`src/rtl/xmem_pkg.sv`:
```
package xmem_pkg;

    typedef enum logic [1:0] {
        KIND_FETCH   = 2'b00,
        KIND_DWIDE   = 2'b01,
        KIND_DNARROW = 2'b10,
        KIND_DSPARE  = 2'b11
    } xkind_e;

    typedef enum logic [2:0] {
        ST_IDLE    = 3'd0,
        ST_ADDR    = 3'd1,
        ST_HOLD    = 3'd2,
        ST_STROBE  = 3'd3,
        ST_XFER    = 3'd4,
        ST_RELEASE = 3'd5,
        ST_FLOAT   = 3'd6
    } xstate_e;

endpackage

```
`src/rtl/xmem_req_reg.sv`:
```
module xmem_req_reg #(
    parameter int ADDR_W = 16,
    parameter int DATA_W = 8
) (
    input  logic                 clk,
    input  logic                 rst_n,
    input  logic                 capture,
    input  xmem_pkg::xkind_e     kind_in,
    input  logic                 wr_in,
    input  logic [ADDR_W-1:0]    addr_in,
    input  logic [DATA_W-1:0]    wdata_in,
    input  logic                 sample,
    input  logic [DATA_W-1:0]    bus_in,
    output xmem_pkg::xkind_e     kind_q,
    output logic                 wr_q,
    output logic [ADDR_W-1:0]    addr_q,
    output logic [DATA_W-1:0]    wdata_q,
    output logic [DATA_W-1:0]    rdata_q
);
    import xmem_pkg::*;

    always_ff @(posedge clk or negedge rst_n) begin
        if (!rst_n) begin
            kind_q  <= KIND_FETCH;
            wr_q    <= 1'b0;
            addr_q  <= '0;
            wdata_q <= '0;
        end else if (capture) begin
            kind_q  <= kind_in;
            wr_q    <= wr_in;
            addr_q  <= addr_in;
            wdata_q <= wdata_in;
        end
    end

    always_ff @(posedge clk or negedge rst_n) begin
        if (!rst_n) begin
            rdata_q <= '0;
        end else if (sample) begin
            rdata_q <= bus_in;
        end
    end

endmodule

```
`src/rtl/xmem_seq_fsm.sv`:
```
module xmem_seq_fsm (
    input  logic               clk,
    input  logic               rst_n,
    input  logic               start,
    output xmem_pkg::xstate_e  state,
    output logic               ready,
    output logic               ale,
    output logic               strobe_on,
    output logic               done
);
    import xmem_pkg::*;

    xstate_e state_d;

    // state register
    always_ff @(posedge clk or negedge rst_n) begin
        if (!rst_n) begin
            state <= ST_IDLE;
        end else begin
            state <= state_d;
        end
    end

    // transitions
    always_comb begin
        state_d = state;
        unique case (state)
            ST_IDLE:    state_d = start ? ST_ADDR : ST_IDLE;
            ST_ADDR:    state_d = ST_HOLD;
            ST_HOLD:    state_d = ST_STROBE;
            ST_STROBE:  state_d = ST_XFER;
            ST_XFER:    state_d = ST_RELEASE;
            ST_RELEASE: state_d = ST_FLOAT;
            ST_FLOAT:   state_d = ST_IDLE;
            default:    state_d = ST_IDLE;
        endcase
    end

    // per-state outputs
    always_comb begin
        ready     = 1'b0;
        ale       = 1'b0;
        strobe_on = 1'b0;
        done      = 1'b0;
        unique case (state)
            ST_IDLE:    ready     = 1'b1;
            ST_ADDR:    ale       = 1'b1;
            ST_HOLD:    ;
            ST_STROBE:  strobe_on = 1'b1;
            ST_XFER:    strobe_on = 1'b1;
            ST_RELEASE: ;
            ST_FLOAT:   done      = 1'b1;
            default:    ready     = 1'b0;
        endcase
    end

endmodule

```
`src/rtl/xmem_bus_ctrl.sv`:
```
module xmem_bus_ctrl #(
    parameter int ADDR_W = 16,
    parameter int DATA_W = 8
) (
    input  logic                      clk,
    input  logic                      rst_n,
    input  logic                      req_valid,
    input  logic [1:0]                req_kind,
    input  logic                      req_write,
    input  logic [ADDR_W-1:0]         req_addr,
    input  logic [DATA_W-1:0]         req_wdata,
    output logic                      req_ready,
    output logic                      done,
    output logic [DATA_W-1:0]         rdata,
    input  logic [ADDR_W-DATA_W-1:0]  hi_port_latch,
    output logic                      addr_strobe,
    output logic                      prog_rd_n,
    output logic                      data_rd_n,
    output logic                      data_wr_n,
    output logic [DATA_W-1:0]         ad_out,
    output logic                      ad_oe,
    input  logic [DATA_W-1:0]         ad_in,
    output logic [ADDR_W-DATA_W-1:0]  hi_port_out
);
    import xmem_pkg::*;

    localparam int HI_W = ADDR_W - DATA_W;

    xstate_e             state;
    logic                strobe_on;
    logic                capture;
    logic                sample;
    xkind_e              kind_q;
    logic                wr_q;
    logic [ADDR_W-1:0]   addr_q;
    logic [DATA_W-1:0]   wdata_q;
    logic                is_fetch;
    logic                wr_eff;
    logic                wide_addr;

    assign capture = req_valid & req_ready;

    xmem_seq_fsm u_fsm (
        .clk       (clk),
        .rst_n     (rst_n),
        .start     (req_valid),
        .state     (state),
        .ready     (req_ready),
        .ale       (addr_strobe),
        .strobe_on (strobe_on),
        .done      (done)
    );

    xmem_req_reg #(
        .ADDR_W (ADDR_W),
        .DATA_W (DATA_W)
    ) u_req (
        .clk      (clk),
        .rst_n    (rst_n),
        .capture  (capture),
        .kind_in  (xkind_e'(req_kind)),
        .wr_in    (req_write),
        .addr_in  (req_addr),
        .wdata_in (req_wdata),
        .sample   (sample),
        .bus_in   (ad_in),
        .kind_q   (kind_q),
        .wr_q     (wr_q),
        .addr_q   (addr_q),
        .wdata_q  (wdata_q),
        .rdata_q  (rdata)
    );

    always_comb begin
        is_fetch  = (kind_q == KIND_FETCH);
        wr_eff    = wr_q & ~is_fetch;
        wide_addr = (kind_q == KIND_FETCH) || (kind_q == KIND_DWIDE);
        sample    = (state == ST_XFER) & ~wr_eff;
    end

    // strobe steering: one strobe per access kind
    always_comb begin
        prog_rd_n = ~(strobe_on & is_fetch);
        data_rd_n = ~(strobe_on & ~is_fetch & ~wr_eff);
        data_wr_n = ~(strobe_on & wr_eff);
    end

    // shared port drive
    always_comb begin
        ad_oe  = 1'b0;
        ad_out = '0;
        unique case (state)
            ST_ADDR: begin
                ad_oe  = 1'b1;
                ad_out = addr_q[DATA_W-1:0];
            end
            ST_HOLD: begin
                ad_oe  = 1'b1;
                ad_out = wr_eff ? wdata_q : addr_q[DATA_W-1:0];
            end
            ST_STROBE, ST_XFER, ST_RELEASE: begin
                ad_oe  = wr_eff;
                ad_out = wr_eff ? wdata_q : '0;
            end
            default: begin
                ad_oe  = 1'b0;
                ad_out = '0;
            end
        endcase
    end

    // high port: address byte or port latch
    always_comb begin
        if ((state != ST_IDLE) && wide_addr) begin
            hi_port_out = addr_q[ADDR_W-1:DATA_W];
        end else begin
            hi_port_out = hi_port_latch[HI_W-1:0];
        end
    end

endmodule

```
`config.mk`:
```
export PLATFORM = sky130hd
export DESIGN_NAME = xmem_bus_ctrl
export DESIGN_NICKNAME = d
export VERILOG_FILES = /design/src/rtl/xmem_pkg.sv /design/src/rtl/xmem_req_reg.sv /design/src/rtl/xmem_seq_fsm.sv /design/src/rtl/xmem_bus_ctrl.sv
export SDC_FILE = /design/constraint.sdc
export NUM_CORES = 1
export LEC_CHECK = 0
export ABC_AREA = 1
export CORE_UTILIZATION = 44
export DETAILED_ROUTE_END_ITERATION = 12
export HOLD_SLACK_MARGIN = 0.12
export PLACE_DENSITY = 0.77
export SLEW_MARGIN = 20
export SYNTH_ARGS = -nofsm -noshare
export SYNTH_HDL_FRONTEND = slang
export SYNTH_SLANG_ARGS = --single-unit
```
`constraint.sdc`:
```
create_clock -name clk -period 1.5 [get_ports clk]
set_input_delay 0.3 -clock clk [delete_from_list [all_inputs] [get_ports clk]]
set_output_delay 0.3 -clock clk [all_outputs]
set_load 0.01 [all_outputs]
```
## Word level (Yosys, flattened, before mapping)

Cells that the tools add are included.
Widths: inputs -> output; s select.

| storage, ports and cells | value |
|---|---|
| output and inout bits | 31 |
| register bits | 38 |
| logic and storage cells | 44 |
| input port bits | 46 |

| cells by class | value |
|---|---|
| bitwise gates (word level) | 12 |
| reduce and logical (&&, ||, !) cells | 8 |
| muxes and demuxes | 11 |
| eq/ne operators | 7 |

Operators by type and width:

| cell | number |
|---|---|
| $mux 8 | 3 |
| $pmux 8 s3 | 1 |
| $pmux 3 s6 | 1 |
| $eq 3x3->1 const B | 3 |
| $and 1x1->1 | 7 |
| $eq 3x2->1 const B | 2 |
| $mux 1 | 5 |
| $not 1->1 | 5 |
| $reduce_or 2->1 | 2 |
| $eq 3x1->1 const B | 1 |
| $logic_not 3->1 | 1 |
| $reduce_bool 3->1 | 1 |
| $reduce_or 3->1 | 1 |
| $eq 2x1->1 const B | 1 |
| $logic_not 2->1 | 1 |
| $pmux 1 s2 | 1 |
| $logic_and 1x1->1 | 1 |
| $logic_or 1x1->1 | 1 |

## Depth between registers and ports, before layout

| depth | value |
|---|---|
| word-level depth | 6 |
| depth in mapped cells | 6 |
| depth with buffers taken out | 6 |

## Cells and area by module

From an unflattened synthesis, not the netlist that was laid out.

| second synthesis, totals | value |
|---|---|
| cell total of the unflattened synthesis | 280 |
| area, all modules | 2040.7 um2 |

Modules (own cells, without submodules):

| module | times used | area an instance (um2) | cells an instance | seq. area each (um2) |
|---|---|---|---|---|
| xmem_req_reg | 1 | 1358.8 | 148 | 875.8 |
| xmem_bus_ctrl | 1 | 525.5 | 110 | 0.0 |
| xmem_seq_fsm | 1 | 156.4 | 22 | 75.1 |

## Worst setup path after synthesis

Ideal clock, no wire load.

| timing | value |
|---|---|
| path type | register to output |
| start point | register u_req.kind_q[0] |
| end point | output port ad_out[5] |
| buffers on the path | 1 |
| cell stages (with the launch flop) | 6 |
| path slack | 0.104 ns |
| data required time | 1.200 ns |
| arrival | 1.096 ns |
| path through | dfrtp_1 o21ai_2 buf_2 nor2_1 nand2_1 nand3_1 |

| on the way | value |
|---|---|
| longest elaborated chain between the ends | 5 |
| elaborated cells between the ends (all ways) | 6 |
| those cells by class | mux (3); bitwise (2); reduce/logical (1) |

Ends and longest elaborated chain:

| what | line | source |
|---|---|---|
| from (decl) | xmem_req_reg.sv:14 | `output xmem_pkg::xkind_e kind_q,` |
| from (signal assigned) | xmem_req_reg.sv:29 | `kind_q <= kind_in;` |
| $logic_not 2->1 (*) | xmem_bus_ctrl.sv:75 | `is_fetch = (kind_q == KIND_FETCH);` |
| $not 1->1 (*) | xmem_bus_ctrl.sv:76 | `wr_eff = wr_q & ~is_fetch;` |
| $and 1x1->1 (*) | xmem_bus_ctrl.sv:76 |  |
| $mux 8, on equally long branches | xmem_bus_ctrl.sv:103, xmem_bus_ctrl.sv:99 |  |
| $pmux 8 s3 (*) | xmem_bus_ctrl.sv:92 | `unique case (state)` |
| to (decl) | xmem_bus_ctrl.sv:20 | `output logic [DATA_W-1:0] ad_out,` |

Mark *: on every way between the ends. The rest lies on a longest branch, timed or not.

## Worst setup path in the final report

| timing | value |
|---|---|
| start point | register u_req.kind_q[1] |
| end point | output port ad_out[3] |

The elaborated chain is that of the path after synthesis.

==> flow_summary.html <==
<table>
<tr><th>Metric</th><th>Value</th></tr>
<tr><th colspan="2">Final layout</th></tr>
<tr><td>Total Nets Final</td><td>432</td></tr>
<tr><td>Post-Layout Inst Area</td><td>approximately 3800 µm²</td></tr>
<tr><td>Core Util, Final</td><td>91.33%</td></tr>
<tr><td>Commonest non-fill, non-tap cell in the layout</td><td>sky130_fd_sc_hd__nand2_1</td></tr>
<tr><td>Post-route non-filler standard cell count</td><td>437</td></tr>
<tr><td>Most frequent cells in the layout</td><td>62 x sky130_fd_sc_hd__nand2_1, 44 x sky130_fd_sc_hd__clkdlybuf4s50_1, 37 x sky130_fd_sc_hd__dfrtp_1</td></tr>
<tr><td>Fraction of final layout cells sized beyond drive strength 1</td><td>46.25%</td></tr>
<tr><td>Antenna diode count</td><td>0</td></tr>
<tr><td>Area grow syn2layout</td><td>91.82%</td></tr>
<tr><th colspan="2">Floorplanning</th></tr>
<tr><td>Area enclosed by the die boundary</td><td>4756 µm²</td></tr>
<tr><td>Core Area</td><td>a little over 4000 µm²</td></tr>
<tr><td>Die H</td><td>just under 70 µm</td></tr>
<tr><td>Number of top-level pins</td><td>77</td></tr>
<tr><td>Standard-cell row count</td><td>23</td></tr>
<tr><td>Initial core utilization</td><td>about 48%</td></tr>
<tr><td>Die X-Extent</td><td>68.97 µm</td></tr>
<tr><th colspan="2">Timing</th></tr>
<tr><td>Final clock skew</td><td>around 0.0068 ns</td></tr>
<tr><td>Max Clock Freq</td><td>511.1 MHz</td></tr>
<tr><td>Clock period minus final worst setup slack</td><td>a little under 2 ns</td></tr>
<tr><td>Final clock period utilization by the worst path</td><td>130.4%</td></tr>
<tr><td>Final number of hold-violating endpoints</td><td>0</td></tr>
<tr><td>Final number of setup-violating endpoints</td><td>52</td></tr>
<tr><td>Max-slew violation total from the final report</td><td>0</td></tr>
<tr><td>Worst setup margin</td><td>-0.4565 ns</td></tr>
<tr><td>Transition time at the pin with the least slew margin</td><td>0.4705 ns</td></tr>
<tr><td>Slew margin rel.</td><td>~70%</td></tr>
<tr><td>Setup repair after global routing missed its margin</td><td>yes</td></tr>
<tr><th colspan="2">Global routing</th></tr>
<tr><td>Global route overflow</td><td>0</td></tr>
<tr><td>Via count of the first global-routing pass</td><td>roughly 2,200</td></tr>
<tr><td>Global-route usage over all layers</td><td>29.21%</td></tr>
<tr><td>Pin count of the biggest net entering global routing</td><td>27</td></tr>
<tr><td>Global-route wire length before repair</td><td>between 9 and 10 mm</td></tr>
<tr><td>Antenna violations before repair</td><td>0</td></tr>
<tr><th colspan="2">Outcome</th></tr>
<tr><td>Result of the run</td><td>complete, but fails checks</td></tr>
<tr><td>Failing checks</td><td>setup timing</td></tr>
<tr><th colspan="2">Worst setup path</th></tr>
<tr><td>Cell chain of the critical path</td><td>inv_1 &gt; nand2_2 &gt; nand3_1 &gt; nand2_1 &gt; nand2_1 &gt; nand3_2 &gt; buf_6</td></tr>
<tr><td>Data required time of the worst path</td><td>1.20 ns</td></tr>
<tr><td>Number of cells on the worst reg-to-reg path</td><td>8</td></tr>
<tr><td>Worst Setup Start Kind</td><td>register</td></tr>
<tr><td>Peak fanout along the critical path</td><td>7</td></tr>
<tr><td>Data arrival, critical path</td><td>1.66 ns</td></tr>
<tr><td>Crit path capture type</td><td>primary output</td></tr>
<tr><td>Library cell appearing most often on the critical path</td><td>sky130_fd_sc_hd__nand2_1</td></tr>
<tr><td>Path type of the worst setup path</td><td>register to primary output</td></tr>
<tr><td>Longest individual stage delay on the worst path</td><td>roughly 0.43 ns</td></tr>
<tr><td>Cell with the largest stage delay on the worst path</td><td>sky130_fd_sc_hd__dfrtp_1</td></tr>
<tr><th colspan="2">CTS</th></tr>
<tr><td>TritonCTS buffer count</td><td>5</td></tr>
<tr><td>CTS tree</td><td>yes</td></tr>
<tr><td>Sinks on the clock net</td><td>38</td></tr>
<tr><td>Clock slew at reported path FFs</td><td>0.08 ns</td></tr>
<tr><td>Deepest clock path buffer count</td><td>2</td></tr>
<tr><td>Root Buffer</td><td>sky130_fd_sc_hd__clkbuf_8</td></tr>
<tr><td>Total number of H-tree levels</td><td>2</td></tr>
<tr><td>Later-pin clock latency in the skew report</td><td>0.30 ns</td></tr>
<tr><th colspan="2">Placed design</th></tr>
<tr><td>Port-buffer cells</td><td>76</td></tr>
<tr><td>Area post-placement</td><td>2907 µm²</td></tr>
<tr><td>Placer's final routability congestion estimate</td><td>0.8660</td></tr>
<tr><td>Placed cell count</td><td>402</td></tr>
<tr><td>HPWL Detailed</td><td>~3.8 mm</td></tr>
<tr><th colspan="2">Pwr</th></tr>
<tr><td>Max IR drop VDD</td><td>~1.3 mV</td></tr>
<tr><td>Power density cells</td><td>2265 nW/µm²</td></tr>
<tr><td>Leakage dissipation</td><td>about 2.1 nW</td></tr>
<tr><th colspan="2">Synth</th></tr>
<tr><td>Post-synthesis instance total</td><td>about 260</td></tr>
<tr><td>Yosys warns</td><td>0</td></tr>
<tr><td>Area contributors post-synth</td><td>sky130_fd_sc_hd__dfrtp_1 48%, sky130_fd_sc_hd__nand2_1 21%, sky130_fd_sc_hd__nand3_1 7.1%, sky130_fd_sc_hd__o21ai_0 5.8%, sky130_fd_sc_hd__inv_1 4.9%</td></tr>
<tr><td>Arithmetic-cell share of the synthesized area counting full adders, half adders and majority gates</td><td>0%</td></tr>
<tr><td>Synthesized flop and latch total</td><td>38</td></tr>
<tr><td>Syn avg cell area</td><td>7.502 µm²</td></tr>
<tr><td>Area fraction of the dominant cell type after synthesis</td><td>about half</td></tr>
<tr><td>Post-Synthesis Cell Area</td><td>1973 µm²</td></tr>
<tr><td>Unique cell type count in the Yosys netlist</td><td>19</td></tr>
<tr><td>Area fraction in compound gates after synthesis</td><td>9.575%</td></tr>
<tr><td>Net count of the mapped netlist</td><td>309</td></tr>
<tr><td>Leading area contributor after synthesis</td><td>sky130_fd_sc_hd__dfrtp_1</td></tr>
<tr><td>Main combinational cell family by area after synthesis</td><td>simple AND/OR/NAND/NOR gates</td></tr>
<tr><td>Xor and xnor area share after synthesis</td><td>0%</td></tr>
<tr><td>Area share of and/or/nand/nor cells after synthesis</td><td>33.29%</td></tr>
<tr><td>Register area share after synthesis</td><td>48.19%</td></tr>
<tr><td>Multiplexer fraction of the synthesized cell area</td><td>0%</td></tr>
<tr><th colspan="2">Drt</th></tr>
<tr><td>DRC violations left</td><td>0</td></tr>
<tr><td>Final wirelength</td><td>slightly above 9 mm</td></tr>
<tr><td>DRC marker count from the first detailed-route iteration</td><td>346</td></tr>
<tr><td>Antenna Nets Post-Route</td><td>0</td></tr>
<tr><td>Average via count per standard cell</td><td>5.915</td></tr>
<tr><td>WL/cell</td><td>21.05 µm</td></tr>
<tr><td>Number of detailed-routing iterations run before antenna repair</td><td>6</td></tr>
<tr><td>Vias</td><td>around 2,600</td></tr>
<tr><th colspan="2">Worst hold path</th></tr>
<tr><td>Min-Delay Path Depth</td><td>2</td></tr>
<tr><td>Worst hold path type</td><td>register to register</td></tr>
<tr><th colspan="2">Run</th></tr>
<tr><td>Count of maximum capacitance violations</td><td>0</td></tr>
</table>
## worst paths after layout
check                                 start               end  slack (ns)
max                         u_req.kind_q[1]         ad_out[3]       -0.46
min                        u_req.rdata_q[5]  u_req.rdata_q[5]        0.47
max reg2reg                  u_fsm.state[0]  u_req.wdata_q[5]       -0.31
min reg2reg                u_req.rdata_q[5]  u_req.rdata_q[5]        0.47
max in group asynchronous             rst_n   u_req.addr_q[9]        0.42
min in group asynchronous             rst_n  u_req.wdata_q[6]        0.50
## layout make-up
cell class	count	area [µm²]
inverters	27	108.9
well taps	50	62.56
fillers	170	359.1
flip-flops and latches	38	952.2
multi-input cells	190	1296
clock inverters	3	40.04
repair buffers	124	1256
clock buffers	5	68.82
## what timing repair did
action / CTS / global route
cloned: 1 / 4
endpoints found under the setup margin: 23 / 67
hold buffers: 1 / 0
pin swaps: 10 / 18
endpoints found under the hold margin: 17 / 0
setup buffers: 15 / 8
gates resized for setup: 155 / 116
## flip-flops by register name, indices dropped and copies added, names as in the netlist
signal,count
u_req.addr_q,16
u_req.rdata_q,8
u_req.wdata_q,8
u_fsm.state,3
u_req.kind_q,2
u_req.wr_q,1
## power breakdown
part	leakage [nW]	internal (W)	switching, W
sequential	0.468	0.00153	0.000425
clock	0.0579	0.000490	0.000388
combinational	1.55	0.00259	0.00315
total	2.08	0.00460	0.00397
## metal layers
layer | vias up | track usage (%) | share of wire [%]
met1 | 1238 | 35.23 | 37
met3 | 64 | 5.757 | 8.4
met5 | - | 0 | 0
met4 | 0 | 13.01 | 6.3
met2 | 210 | 50.00 | 48
li1 | 1073 | - | -
## critical path, delay by kind of cell (launching register included)
family / cells / cell delay [ns]
flops: 1 / 0.43
simple gates: 5 / 0.67
buf+inv: 2 / 0.28
## stage by stage
| stage | setup WS, ns | hold slack [ns] | power [W] | setup TNS [ns] |
|---|---|---|---|---|
| finish | -0.4565 | 0.4670 | 0.008571 | -15.04 |
| global route | -0.4902 | 0.5079 | 0.008938 | -16.31 |
| CTS | -0.3115 | 0.4774 | 0.006954 | -5.941 |
| detailed placement | -0.4108 | 0.2576 | 0.005381 | -7.668 |
| global placement | -0.3528 | 0.2559 | 0.005265 | -6.713 |
| floorplan | 0.1041 | 0.004409 | 0.003660 | 0 |
## cells in the mapped netlist
master and instances:
sky130_fd_sc_hd__inv_2 1, sky130_fd_sc_hd__nand3_1 28, sky130_fd_sc_hd__dfrtp_1 38, sky130_fd_sc_hd__buf_2 2, sky130_fd_sc_hd__o21ai_0 23, sky130_fd_sc_hd__nand2_1 110, sky130_fd_sc_hd__nor3_1 1, sky130_fd_sc_hd__nor2_1 6
sky130_fd_sc_hd__nand3_2 1, sky130_fd_sc_hd__nand2_2 2, sky130_fd_sc_hd__clkbuf_2 1, sky130_fd_sc_hd__inv_1 26, sky130_fd_sc_hd__nor2_8 1, sky130_fd_sc_hd__nand2_4 2, sky130_fd_sc_hd__clkbuf_1 1, sky130_fd_sc_hd__nor2_4 1
sky130_fd_sc_hd__buf_6 5, sky130_fd_sc_hd__o21ai_2 1, sky130_fd_sc_hd__o21ai_1 13
## logic make-up (layout without fill, tap and decap cells)
group | after synthesis | in the layout
simple gates | 152 | 153
flops | 38 | 38
compound gates | 37 | 37
buf+inv | 36 | 159
Power figures use the tool's default switching activity.
